File: src/rtl/xnd_pkg.sv
package xnd_pkg;

    typedef enum logic [2:0] {
        OP_DECT = 3'd0,
        OP_SXB  = 3'd1,
        OP_SXW  = 3'd2,
        OP_ZXB  = 3'd3,
        OP_ZXW  = 3'd4,
        OP_NEG  = 3'd5,
        OP_NEGB = 3'd6,
        OP_BAD  = 3'd7
    } xnd_op_e;

    localparam logic [3:0] GRP_DECT = 4'h4;
    localparam logic [3:0] GRP_XN   = 4'h6;
    localparam logic [7:0] DECT_LOW = 8'h10;

    localparam logic [3:0] SUB_SXB  = 4'hE;
    localparam logic [3:0] SUB_SXW  = 4'hF;
    localparam logic [3:0] SUB_ZXB  = 4'hC;
    localparam logic [3:0] SUB_ZXW  = 4'hD;
    localparam logic [3:0] SUB_NEG  = 4'hB;
    localparam logic [3:0] SUB_NEGB = 4'hA;

endpackage

File: src/rtl/xnd_decode.sv
module xnd_decode
    import xnd_pkg::*;
#(
    parameter int ILEN = 16
) (
    input  logic [ILEN-1:0] insn,
    output xnd_op_e         op,
    output logic            legal
);
    localparam int GRP_LSB = ILEN - 4;
    localparam int LOW_W   = 8;
    localparam int SUB_W   = 4;

    logic [3:0]       grp;
    logic [LOW_W-1:0] low;
    logic [SUB_W-1:0] sub;

    always_comb begin
        grp = insn[ILEN-1:GRP_LSB];
        low = insn[LOW_W-1:0];
        sub = insn[SUB_W-1:0];
        op  = OP_BAD;
        if (grp == GRP_DECT && low == DECT_LOW) begin
            op = OP_DECT;
        end else if (grp == GRP_XN) begin
            case (sub)
                SUB_SXB:  op = OP_SXB;
                SUB_SXW:  op = OP_SXW;
                SUB_ZXB:  op = OP_ZXB;
                SUB_ZXW:  op = OP_ZXW;
                SUB_NEG:  op = OP_NEG;
                SUB_NEGB: op = OP_NEGB;
                default:  op = OP_BAD;
            endcase
        end
        legal = (op != OP_BAD);
    end

    always_comb begin
        assert_dec_exact_R8: assert (!legal || grp == GRP_DECT || grp == GRP_XN);
    end

endmodule

File: src/rtl/xnd_extend.sv
module xnd_extend #(
    parameter int XLEN = 32
) (
    input  logic [XLEN-1:0] src,
    output logic [XLEN-1:0] sx_byte,
    output logic [XLEN-1:0] sx_half,
    output logic [XLEN-1:0] zx_byte,
    output logic [XLEN-1:0] zx_half
);
    localparam int BYTE_W = 8;
    localparam int HALF_W = 16;
    localparam int BYTE_PAD = XLEN - BYTE_W;
    localparam int HALF_PAD = XLEN - HALF_W;

    always_comb begin
        sx_byte = {{BYTE_PAD{src[BYTE_W-1]}}, src[BYTE_W-1:0]};
        sx_half = {{HALF_PAD{src[HALF_W-1]}}, src[HALF_W-1:0]};
        zx_byte = {{BYTE_PAD{1'b0}}, src[BYTE_W-1:0]};
        zx_half = {{HALF_PAD{1'b0}}, src[HALF_W-1:0]};
    end

    always_comb begin
        assert_zx_low_R4: assert (zx_byte[BYTE_W-1:0] == sx_byte[BYTE_W-1:0]);
        assert_zx_low_R5: assert (zx_half[HALF_W-1:0] == sx_half[HALF_W-1:0]);
    end

endmodule

File: src/rtl/xnd_arith.sv
module xnd_arith #(
    parameter int XLEN = 32
) (
    input  logic [XLEN-1:0] src,
    input  logic [XLEN-1:0] dst,
    input  logic            flag,
    output logic [XLEN-1:0] dec_val,
    output logic            dec_zero,
    output logic [XLEN-1:0] neg_val,
    output logic [XLEN-1:0] negb_val,
    output logic            negb_borrow
);
    localparam int EXT_W = XLEN + 1;

    logic [EXT_W-1:0] diff;

    always_comb begin
        dec_val     = dst - {{(XLEN-1){1'b0}}, 1'b1};
        dec_zero    = (dec_val == '0);
        neg_val     = '0 - src;
        diff        = {EXT_W{1'b0}} - {1'b0, src} - {{XLEN{1'b0}}, flag};
        negb_val    = diff[XLEN-1:0];
        negb_borrow = diff[XLEN];
    end

    always_comb begin
        assert_borrow_src_R7: assert (!(src != '0) || negb_borrow);
        assert_neg_sum_R6: assert (neg_val + src == '0);
    end

endmodule

File: src/rtl/xnd_exec_unit.sv
module xnd_exec_unit
    import xnd_pkg::*;
#(
    parameter int XLEN = 32,
    parameter int ILEN = 16
) (
    input  logic            clk,
    input  logic            rst_n,
    input  logic [ILEN-1:0] insn_i,
    input  logic [XLEN-1:0] src_i,
    input  logic [XLEN-1:0] dst_i,
    input  logic            flag_i,
    output logic [XLEN-1:0] wdata_o,
    output logic            wen_o,
    output logic            flag_o,
    output logic            flag_wen_o,
    output logic            illegal_o
);
    typedef struct packed {
        logic [XLEN-1:0] wdata;
        logic            wen;
        logic            flag;
        logic            flag_wen;
        logic            illegal;
    } out_s;

    xnd_op_e         op;
    logic            legal;
    logic [XLEN-1:0] sx_byte, sx_half, zx_byte, zx_half;
    logic [XLEN-1:0] dec_val, neg_val, negb_val;
    logic            dec_zero, negb_borrow;
    out_s            state_d, state_q;

    xnd_decode #(.ILEN(ILEN)) u_decode (
        .insn  (insn_i),
        .op    (op),
        .legal (legal)
    );

    xnd_extend #(.XLEN(XLEN)) u_extend (
        .src     (src_i),
        .sx_byte (sx_byte),
        .sx_half (sx_half),
        .zx_byte (zx_byte),
        .zx_half (zx_half)
    );

    xnd_arith #(.XLEN(XLEN)) u_arith (
        .src         (src_i),
        .dst         (dst_i),
        .flag        (flag_i),
        .dec_val     (dec_val),
        .dec_zero    (dec_zero),
        .neg_val     (neg_val),
        .negb_val    (negb_val),
        .negb_borrow (negb_borrow)
    );

    always_comb begin
        state_d          = '0;
        state_d.flag     = flag_i;
        state_d.wen      = legal;
        state_d.illegal  = !legal;
        case (op)
            OP_DECT: begin
                state_d.wdata    = dec_val;
                state_d.flag     = dec_zero;
                state_d.flag_wen = 1'b1;
            end
            OP_SXB:  state_d.wdata = sx_byte;
            OP_SXW:  state_d.wdata = sx_half;
            OP_ZXB:  state_d.wdata = zx_byte;
            OP_ZXW:  state_d.wdata = zx_half;
            OP_NEG:  state_d.wdata = neg_val;
            OP_NEGB: begin
                state_d.wdata    = negb_val;
                state_d.flag     = negb_borrow;
                state_d.flag_wen = 1'b1;
            end
            default: begin
                state_d.wdata = '0;
                state_d.wen   = 1'b0;
            end
        endcase
    end

    always_ff @(posedge clk) begin
        if (!rst_n) begin
            state_q <= '0;
        end else begin
            state_q <= state_d;
        end
    end

    assign wdata_o    = state_q.wdata;
    assign wen_o      = state_q.wen;
    assign flag_o     = state_q.flag;
    assign flag_wen_o = state_q.flag_wen;
    assign illegal_o  = state_q.illegal;

    assert_bad_quiet_R8: assert property (@(posedge clk) disable iff (!rst_n)
        illegal_o |-> (!wen_o && !flag_wen_o));

    assert_flag_needs_write_R7: assert property (@(posedge clk) disable iff (!rst_n)
        flag_wen_o |-> wen_o);

    assert_dect_zero_R1: assert property (@(posedge clk) disable iff (!rst_n)
        ($past(rst_n) && $past(op) == OP_DECT) |-> (flag_o == (wdata_o == '0)));

    assert_neg_result_R6: assert property (@(posedge clk) disable iff (!rst_n)
        ($past(rst_n) && $past(op) == OP_NEG) |-> (wdata_o == '0 - $past(src_i) && !flag_wen_o));

    assert_flag_hold_R10: assert property (@(posedge clk) disable iff (!rst_n)
        ($past(rst_n) && !flag_wen_o) |-> (flag_o == $past(flag_i)));

    assert_sxb_fill_R2: assert property (@(posedge clk) disable iff (!rst_n)
        ($past(rst_n) && $past(op) == OP_SXB) |-> (wdata_o == {{(XLEN-8){$past(src_i[7])}}, $past(src_i[7:0])}));

endmodule

File: config.mk
export PLATFORM = sky130hd
export DESIGN_NAME = xnd_exec_unit
export DESIGN_NICKNAME = d
export VERILOG_FILES = /design/src/rtl/xnd_pkg.sv /design/src/rtl/xnd_decode.sv /design/src/rtl/xnd_extend.sv /design/src/rtl/xnd_arith.sv /design/src/rtl/xnd_exec_unit.sv
export SDC_FILE = /design/constraint.sdc
export NUM_CORES = 1
export LEC_CHECK = 0
export ABC_CLOCK_PERIOD_IN_PS = 3200
export CAP_MARGIN = 20
export CORE_ASPECT_RATIO = 0.9
export CORE_MARGIN = 5
export CORE_UTILIZATION = 40
export DETAILED_ROUTE_END_ITERATION = 12
export DONT_BUFFER_PORTS = 1
export GPL_TIMING_DRIVEN = 0
export PLACE_DENSITY = 0.64
export REMOVE_ABC_BUFFERS = 1
export SETUP_SLACK_MARGIN = 0.3
export SLEW_MARGIN = 25
export SYNTH_ARGS = -nofsm -noshare
export SYNTH_HDL_FRONTEND = slang
export SYNTH_SLANG_ARGS = --single-unit
File: constraint.sdc
create_clock -name clk -period 3.2 [get_ports clk]
set_input_delay 0.48 -clock clk [delete_from_list [all_inputs] [get_ports clk]]
set_output_delay 0.48 -clock clk [all_outputs]
set_load 0.05 [all_outputs]
==> metrics.md, run 1 <==
| Metric | Value |
|---|---|
| Status | `completed` |
| Most used DFF post-synth | `dfxtp_1` |
| Most frequent cells in the layout | `a21oi_1, inv_1, ha_1, nor2_1, nand2_1` |
| Post-place setup slack | `-0.429 ns` |
| Worst EP arrival | `3.14 ns` |
| Hold Path Class | `in -> reg` |
| First-pass GRT wire length | `29600 um` |
| Final ANT Viol Nets | `0` |
| Final Instance Count excl. Fillers | `891` |
| H-tree levels | `2` |
| Setup violators final | `0` |
| Worst path bufs/invs | `2` |
| Post-DR vias/cell | `6.22` |
| Slew @ Worst Pin | `0.931 ns` |
| GRT Resource Usage Total | `0.233` |
| VDD IR-drop max | `0.000175 V` |
| Initial Util | `0.412` |
| Post-Synth Simple-Gate Area | `0.269` |
| Cells along the critical path | `clkinv_16 > ha_4 > ha_4 > inv_2 > ha_4 > o21ba_4 > or4_4 > a211oi_4 > o2111ai_2 > a2111o_1 > a21oi_4 > nand4_1 > a31oi_1` |
| Post-detailed-placement half-perimeter wirelength | `15200 um` |
| Critical setup path kind | `in -> reg` |
| Yosys warns | `0` |
| Mapped Cells | `736` |
| Crit-path max cell delay | `0.47 ns` |
| Nets@finish | `873` |
| Hold wc startpoint | `insn_i[1]` |
| Die Area | `15600 um^2` |
| Pin count of the biggest net entering global routing | `34` |
| Critical Path RT | `3.41 ns` |
| Fin. max-slew vios | `0` |
| Final Hold Fails | `0` |
| Leakage Power | `2.18 nW` |
| Startpoint Class | `input pin` |
| Most common cell type on the critical path | `ha_4` |
| Cell family with most CP delay | `compound AO/OA/AOI/OAI gates` |
| Post-synth top area cell | `ha_1` |
| Commonest non-fill, non-tap cell in the layout | `a21oi_1` |
| Share of cells above drive strength 1 | `0.0798` |
| DP Cell Count | `878` |
| Synth Register Bits | `36` |
| Mapped Area | `5280 um^2` |
| Maximum fanout along the worst path | `4` |
| DRT iter0 DRCs | `540` |
| Total power | `0.00160 W` |
| Die X | `131 um` |
| Antenna violations before repair | `1` |
| Number of global-route vias before repair | `5297` |
| Kind of end point of the critical path | `flip-flop` |
| Core area | `12800 um^2` |
| Via count | `5538` |
| Layout area overhead | `8.72%` |
| I/O Pins | `119` |
| Drt wl/cell | `21.5 um` |
| MaxCap Viol Count | `0` |
| GP Congestion | `0.954` |
| Tcrit/Tclk final | `0.919` |
| Clock buffer count from CTS | `5` |
| Number of synthesized flops with an enable pin | `0` |
| Yosys cell types | `74` |
| Setup slack after layout | `0.260 ns` |
| DRC Markers | `0` |
| Period minus WS final | `2.94 ns` |
| Top cells by area in the synthesized netlist | `ha_1, dfxtp_1, xnor2_1, a21oi_1, inv_1` |
| Number of buffers on the longest clock path | `2` |
| Row count | `39` |
| RSZ-0062 raised after global routing | `true` |
| Ant diodes | `0` |
| Seq/Total Area, Yosys | `0.136` |
| F_max | `340 MHz` |
| 1st-pass router iterations | `5` |
| Largest family of logic cells by synthesized area | `simple AND/OR/NAND/NOR gates` |
| CTS root buffer | `clkbuf_16` |
| Clk slew on worst S/H paths | `0.06 ns` |
| Compound-Gate Fraction of Synth Area | `0.248` |
| Synth Area in XOR/XNOR | `0.104` |
| Port-buffer cells | `0` |
| Die Ht | `119 um` |
| Remaining Overflow, GRT | `0` |
| CP max stage cell | `a2111o_1` |
| Post-synthesis adder-cell area fraction | `0.152` |
| Mapped Avg Cell Area | `7.18 um^2` |
| Mux cell area share after synthesis | `0.0133` |
| Area share of the largest cell type after synthesis | `0.152` |
| Sinks on Clock Net | `36` |
| Rel. slew slack | `0.375` |
| Hold Buf Count CTS | `0` |
| Detailed Route WL | `19100 um` |
| Critical path startpoint | `src_i[0]` |
| CTS tree | `done` |
| Power Density | `279 nW/um^2` |
| Post-synth ARST share | `0` |
repair_timing:
item,in CTS,in global routing
resized for setup,25,16
setup endpoints to repair,11,11
pin swaps,12,13
setup buffers,4,1
layer usage:
layer | global-route usage | wire (um)
met1 | 0.320 | 8550
met2 | 0.371 | 8530
met3 | 0.0523 | 1770
met4 | 0.0604 | 246
met5 | 0 | 20
stage by stage:
| step | cell area [um^2] | TNS (ns) | utilization | hold WS, ns |
|---|---|---|---|---|
| final | 5740 | 0 | 0.447 | 0.340 |
| after global routing | 5740 | 0 | 0.447 | 0.357 |
| after CTS | 5670 | 0 | 0.442 | 0.333 |
| after detailed placement | 5370 | -2.52 | 0.419 | 0.650 |
| after global placement | 5340 | -34.15 | 0.416 | 0.641 |
| after floorplan | 5130 | 0 | - | 0.628 |
kinds of logic after synthesis:
kind of cell | after synthesis
AND/OR/NAND/NOR | 269
AO/OA/AOI/OAI | 203
buffers and inverters | 94
adder cells (fa/ha/maj) | 64
XOR/XNOR | 63
flip-flops | 36
multiplexers | 7
sequential cells by signal (all words and copies together) (netlist names):
register / flops
flag_o: 1
flag_wen_o: 1
illegal_o: 1
wdata_o: 32
wen_o: 1
synthesized netlist by cell type, types with 8 or more instances:
library cell	number
nand3_1	26
xnor2_1	47
ha_1	64
dfxtp_1	36
nor3_1	35
o221ai_1	8
xor2_1	16
nand2_1	53
o21ai_0	38
nor2_1	58
and3_1	13
nor4_1	15
nand4_1	13
a21oi_1	71
inv_1	68
clkbuf_1	14
a31oi_1	11
and2_1	9
where the power goes:
| part | internal [W] | switching [W] | leakage [nW] | total [W] |
|---|---|---|---|---|
| registers | 0.000450 | 0.00000642 | 0.290 | 0.000456 |
| clock network | 0.000367 | 0.000224 | 0.0798 | 0.000590 |
| logic | 0.000224 | 0.000331 | 1.81 | 0.000555 |
layout make-up:
type	instances	area, um^2
multi-input combinational	606	4280
clock inverter	3	42.5
sequential	36	721
clock buffer	5	125
tap	164	205
timing repair buffer	8	63.8
fill	1315	7090
inverter	69	305
worst paths after layout:
path,endpoint,slack (ns),cells past startpoint
hold / removal,wdata_o[7],0.34,2
setup / recovery,wdata_o[27],0.26,13
No activity file was read; power rests on OpenSTA's default activity.
==> run 2, diff against run 1 <==
--- a/config.mk
+++ b/config.mk
@@ -5,10 +5,10 @@
 export SDC_FILE = /design/constraint.sdc
 export NUM_CORES = 1
 export LEC_CHECK = 0
-export ABC_CLOCK_PERIOD_IN_PS = 3200
+export ABC_CLOCK_PERIOD_IN_PS = 3400
 export CAP_MARGIN = 20
 export CORE_ASPECT_RATIO = 0.9
-export CORE_MARGIN = 5
+export CORE_MARGIN = 4
 export CORE_UTILIZATION = 40
 export DETAILED_ROUTE_END_ITERATION = 12
 export DONT_BUFFER_PORTS = 1
==> constraint.sdc (replaced) <==
create_clock -name clk -period 3.4 [get_ports clk]
set_input_delay 0.51 -clock clk [delete_from_list [all_inputs] [get_ports clk]]
set_output_delay 0.51 -clock clk [all_outputs]
set_load 0.05 [all_outputs]
==> run 2 against run 1 <==
Sequential power decreased by 5.7%. Routed wire length down 0.23%. Hold slack improved by 0.033 ns. Clock power decreased by 21%. Critical path type unchanged. Flip-flop and latch count did not move. Design area is 1.6% lower. Power is 12% lower. Count of clock-buffer cells in the layout is 1 higher. Combinational power down 7.7%. Die area decreased by 3.2%. Via count grew 1.5%.
==> metrics.md, run 2 (synthesis results as in run 1) <==
| Metric | Value |
|---|---|
| Total power | `0.00141 W (-12%)` |
| Post-detailed-placement half-perimeter wirelength | `14900 um (-1.6%)` |
| Detailed Route WL | `19100 um (-0.23%)` |
| Row count | `39 (unchanged)` |
| GRT Resource Usage Total | `0.246 (+0.0129)` |
| Fin. max-slew vios | `0 (unchanged)` |
| Worst EP arrival | `3.31 ns (+0.17 ns)` |
| DRT iter0 DRCs | `645 (+19%)` |
| H-tree levels | `2 (unchanged)` |
| 1st-pass router iterations | `5 (unchanged)` |
| Hold Buf Count CTS | `0 (unchanged)` |
| Clock buffer count from CTS | `5 (unchanged)` |
| Cell family with most CP delay | `compound AO/OA/AOI/OAI gates` |
| DP Cell Count | `878 (unchanged)` |
| Pin count of the biggest net entering global routing | `34 (unchanged)` |
| First-pass GRT wire length | `29200 um (-1.4%)` |
| Rel. slew slack | `0.372 (-0.00311)` |
| Antenna violations before repair | `1 (unchanged)` |
| Maximum fanout along the worst path | `3 (-1)` |
| Setup violators final | `0 (unchanged)` |
| Kind of end point of the critical path | `flip-flop` |
| Crit-path max cell delay | `0.56 ns (+0.09 ns)` |
| Most frequent cells in the layout | `a21oi_1, inv_1, ha_1, nor2_1, nand2_1` |
| Number of buffers on the longest clock path | `2 (unchanged)` |
| Status | `completed` |
| Tcrit/Tclk final | `0.921` |
| Commonest non-fill, non-tap cell in the layout | `a21oi_1` |
| Die Ht | `117 um (-1.7%)` |
| Layout area overhead | `6.94%` |
| Worst path bufs/invs | `2 (unchanged)` |
| Final setup TNS | `0 ns (unchanged)` |
| Slew @ Worst Pin | `0.935 ns (+0.00462 ns)` |
| Critical setup path kind | `in -> reg` |
| Core area | `12800 um^2 (unchanged)` |
| Post-DR vias/cell | `6.32 (+1.6%)` |
| Sinks on Clock Net | `36 (unchanged)` |
| Remaining Overflow, GRT | `0 (unchanged)` |
| Final ANT Viol Nets | `0 (unchanged)` |
| Ant diodes | `0 (unchanged)` |
| Die Area | `15100 um^2 (-3.2%)` |
| Clk slew on worst S/H paths | `0.06 ns (about the same)` |
| Period minus WS final | `3.13 ns` |
| CP max stage cell | `or4_4` |
| CTS tree | `done` |
| VDD IR-drop max | `0.000161 V (-8.1%)` |
| Initial Util | `0.412 (unchanged)` |
| Final Instance Count excl. Fillers | `890 (-0.11%)` |
| Cells along the critical path | `clkinv_16 > ha_4 > ha_4 > inv_2 > ha_4 > o21ba_4 > or4_4 > a211oi_4 > o2111ai_2 > a2111o_1 > a21oi_4 > nand4_1 > a31oi_1` |
| Critical Path RT | `3.58 ns (+0.17 ns)` |
| CTS root buffer | `clkbuf_16` |
| GP Congestion | `0.965 (+1.2%)` |
| Final Hold Fails | `0 (unchanged)` |
| Via count | `5621 (+1.5%)` |
| Hold_ws | `0.373 ns (+0.0330 ns)` |
| Share of cells above drive strength 1 | `0.0620 (-0.0178)` |
| I/O Pins | `119 (unchanged)` |
| Drt wl/cell | `21.4 um (-0.12%)` |
| Leakage Power | `2.17 nW (about the same)` |
| F_max | `319 MHz` |
| Die X | `129 um (-1.5%)` |
| DRC Markers | `0 (unchanged)` |
| Port-buffer cells | `0 (unchanged)` |
| Number of global-route vias before repair | `5311 (+0.26%)` |
| RSZ-0062 raised after global routing | `true` |
| Power Density | `250 nW/um^2 (-10%)` |
| Max reg flops | `32 (unchanged)` |
| Startpoint Class | `input pin` |
| Most common cell type on the critical path | `ha_4` |
| Nets@finish | `873 (unchanged)` |
| Hold Path Class | `in -> reg` |
| MaxCap Viol Count | `0 (unchanged)` |
==> run 2: cell count changes in the layout (fill, tap and decap cells not counted), sizes merged <==
cell      change
clkinvlp      -3
bufinv        -1
clkbuf        +1
clkinv        +1
inv           +1
==> run 2: path summary, 6_finish.rpt <==
check,start,to,slack (ns),depth (start not counted)
worst max-delay path,flag_i,wdata_o[27],0.27,13
worst min-delay path,insn_i[1],wdata_o[7],0.37,2
==> run 2: layout make-up <==
class                           count  area (um^2)
Multi-Input combinational cell    606         4230
Clock buffer                        6          129
Inverter                           69          298
Tap cell                          164          205
Sequential cell                    36          721
Timing Repair Buffer                8         60.1
Clock inverter                      1         5.00
Fill cell                        1334         7180
==> run 2: power breakdown <==
| part | switching, W | internal (W) |
|---|---|---|
| logic | 0.000308 | 0.000204 |
| clock network | 0.000201 | 0.000267 |
| registers | 0.00000607 | 0.000423 |
| total | 0.000515 | 0.000895 |
==> run 2: routing by layer <==
metal	wire length (um)	track usage	vias up	share of wire
met2	8420	0.391	284	0.44
met4	512	0.0735	2	0.027
met5	19	0	-	0.0010
li1	-	-	2639	-
met3	1860	0.0599	52	0.098
met1	8260	0.332	2644	0.43
==> run 2: repair_timing <==
action | CTS | global route
cloned | 0 | 0
setup buffers | 2 | 3
gates resized for setup | 1 | 24
setup endpoints to repair | 7 | 5
hold endpoints to repair | 0 | 0
pin swaps | 2 | 12
==> run 2: stage by stage <==
stage / area (um^2) / worst slack (ns) / utilization
global placement: 5340 / -1.24 / 0.416
CTS: 5520 / 0.285 / 0.430
detailed placement: 5370 / -0.224 / 0.418
finish: 5650 / 0.267 / 0.440
floorplan: 5130 / 0.373 / -
global route: 5650 / 0.227 / 0.440
==> run 3, diff against run 2 <==
==> constraint.sdc (replaced) <==
create_clock -name clk -period 3.4 [get_ports clk]
set_input_delay 0.17 -clock clk [delete_from_list [all_inputs] [get_ports clk]]
set_output_delay 0.17 -clock clk [all_outputs]
set_load 0.05 [all_outputs]
==> run 3 against run 2 <==
Highest routed layer unchanged. Routed wire length decreased by 1.1%. Largest power group unchanged. Core utilization decreased by 1.0 points. Die area unchanged. Sequential power about the same.
==> metrics.md, run 3 (synthesis results as in run 1) <==
| Metric | Value |
|---|---|
| RSZ-0062 raised after global routing | `false` |
| Clock buffer count from CTS | `5 (unchanged)` |
| VDD IR-drop max | `0.000162 V (+0.76%)` |
| H-tree levels | `2 (unchanged)` |
| Critical setup path kind | `in -> reg` |
| First-pass GRT wire length | `29200 um (about the same)` |
| Via count | `5549 (-1.3%)` |
| Die Ht | `117 um (unchanged)` |
| Setup violators final | `0 (unchanged)` |
| GRT Resource Usage Total | `0.246 (about the same)` |
| Startpoint Class | `input pin` |
| Slew @ Worst Pin | `0.957 ns (+0.0214 ns)` |
| Number of global-route vias before repair | `5294 (-0.32%)` |
| Fill cells | `1344 (+0.75%)` |
| 1st-pass router iterations | `5 (unchanged)` |
| Fin. max-slew vios | `0 (unchanged)` |
| Hold Path Class | `in -> reg` |
| Drt wl/cell | `21.3 um (-0.72%)` |
| Number of buffers on the longest clock path | `2 (unchanged)` |
| Most frequent cells in the layout | `a21oi_1, inv_1, ha_1, nor2_1, nand2_1` |
| Tcrit/Tclk final | `0.872 (-0.0491)` |
| Final ANT Viol Nets | `0 (unchanged)` |
| CTS tree | `done` |
| Period minus WS final | `2.97 ns (-0.167 ns)` |
| Leakage Power | `2.15 nW (-1.2%)` |
| Nets@finish | `870 (-0.34%)` |
| Post-detailed-placement half-perimeter wirelength | `14900 um (unchanged)` |
| Area after DPL | `5370 um^2 (unchanged)` |
| Worst EP arrival | `3.10 ns (-0.21 ns)` |
| Core area | `12800 um^2 (unchanged)` |
| Critical Path RT | `3.53 ns (-0.05 ns)` |
| Port-buffer cells | `0 (unchanged)` |
| MaxCap Viol Count | `0 (unchanged)` |
| Sinks on Clock Net | `36 (unchanged)` |
| Commonest non-fill, non-tap cell in the layout | `a21oi_1` |
| Antenna violations before repair | `1 (unchanged)` |
| Pin count of the biggest net entering global routing | `34 (unchanged)` |
| Status | `completed` |
| Reg area | `721 um^2 (unchanged)` |
| Post-DR vias/cell | `6.26 (-0.95%)` |
| Die X | `129 um (unchanged)` |
| Rel. slew slack | `0.357 (-0.0144)` |
| DRC Markers | `0 (unchanged)` |
| GP Congestion | `0.965 (unchanged)` |
| Critical path startpoint | `src_i[0]` |
| Die Area | `15100 um^2 (unchanged)` |
| Ant diodes | `0 (unchanged)` |
| Finished Cell Area | `5520 um^2 (-2.3%)` |
| Hold_ws | `0.0353 ns (-0.337 ns)` |
| F_max | `337 MHz (+5.6%)` |
| Maximum fanout along the worst path | `4 (+1)` |
| Detailed Route WL | `18900 um (-1.1%)` |
| CTS root buffer | `clkbuf_16` |
| Final setup TNS | `0 ns (unchanged)` |
| DRT iter0 DRCs | `599 (-7.1%)` |
| Row count | `39 (unchanged)` |
| Share of cells above drive strength 1 | `0.0456 (-0.0163)` |
| I/O Pins | `119 (unchanged)` |
| Clk slew on worst S/H paths | `0.06 ns (about the same)` |
| Multi-input gate area | `4160 um^2 (-1.7%)` |
| Max reg flops | `32 (unchanged)` |
| Hold wc startpoint | `insn_i[1]` |
| Power Density | `252 nW/um^2 (+0.87%)` |
| Kind of end point of the critical path | `flip-flop` |
| Remaining Overflow, GRT | `0 (unchanged)` |
| Initial Util | `0.412 (unchanged)` |
| Final core occ | `0.430 (-0.0102)` |
| Final Hold Fails | `0 (unchanged)` |
| Layout area overhead | `4.45%` |
## run 3: cell count changes in the layout (fill, tap and decap cells not counted), sizes merged
| cell | change |
|---|---|
| buf | -3 |
| clkinv | -2 |
| inv | +2 |
## run 3: final timing paths
| path | end | slack, ns | depth (start not counted) |
|---|---|---|---|
| max | wdata_o[29] | 0.43 | 13 |
| min | wdata_o[7] | 0.04 | 2 |
## run 3: critical path, stage by stage
cell and delay (ns):
inv_1 0.06, ha_1 0.15, ha_1 0.18, inv_1 0.05, ha_1 0.21, o21ba_1 0.21, or4_4 0.46, a21oi_1 0.22
o21ai_0 0.29, o211ai_1 0.46, a41oi_1 0.27, mux2i_1 0.25, o21ai_0 0.11
## run 3: layout make-up
class                      instances  area share
multi-input combinational        606       0.754
tap                              164      0.0372
clock buffer                       6      0.0234
clock inverter                     1    0.000907
sequential                        36       0.131
timing repair buffer               5     0.00680
inverter                          69      0.0469
## run 3: per-stage QoR
step | total power [W] | setup WS, ns | cells
4_1_cts | 0.00139 | 0.386 | 885
3_5_place_dp | 0.000915 | 0.116 | 878
6_report | 0.00139 | 0.434 | 887
2_1_floorplan | 0.000812 | 0.713 | 711
3_3_place_gp | 0.000908 | -0.897 | 875
5_1_grt | 0.00147 | 0.341 | 887
## run 3: power breakdown
| part | total [W] | switching (W) | internal, W |
|---|---|---|---|
| registers | 0.000429 | 0.00000606 | 0.000423 |
| clock network | 0.000468 | 0.000201 | 0.000267 |
| logic | 0.000491 | 0.000299 | 0.000193 |
## run 3: layer usage
layer	share of wire	vias up	global-route usage
met5	0.0010	-	0
met4	0.025	2	0.0735
met3	0.096	42	0.0599
met2	0.44	273	0.390
met1	0.44	2593	0.333
li1	-	2639	-
## run 3: what timing repair did
action	4_1_cts	5_1_grt
buffers inserted	0	2
hold buffers	0	0
setup endpoints to repair	0	4
resized for setup	0	0
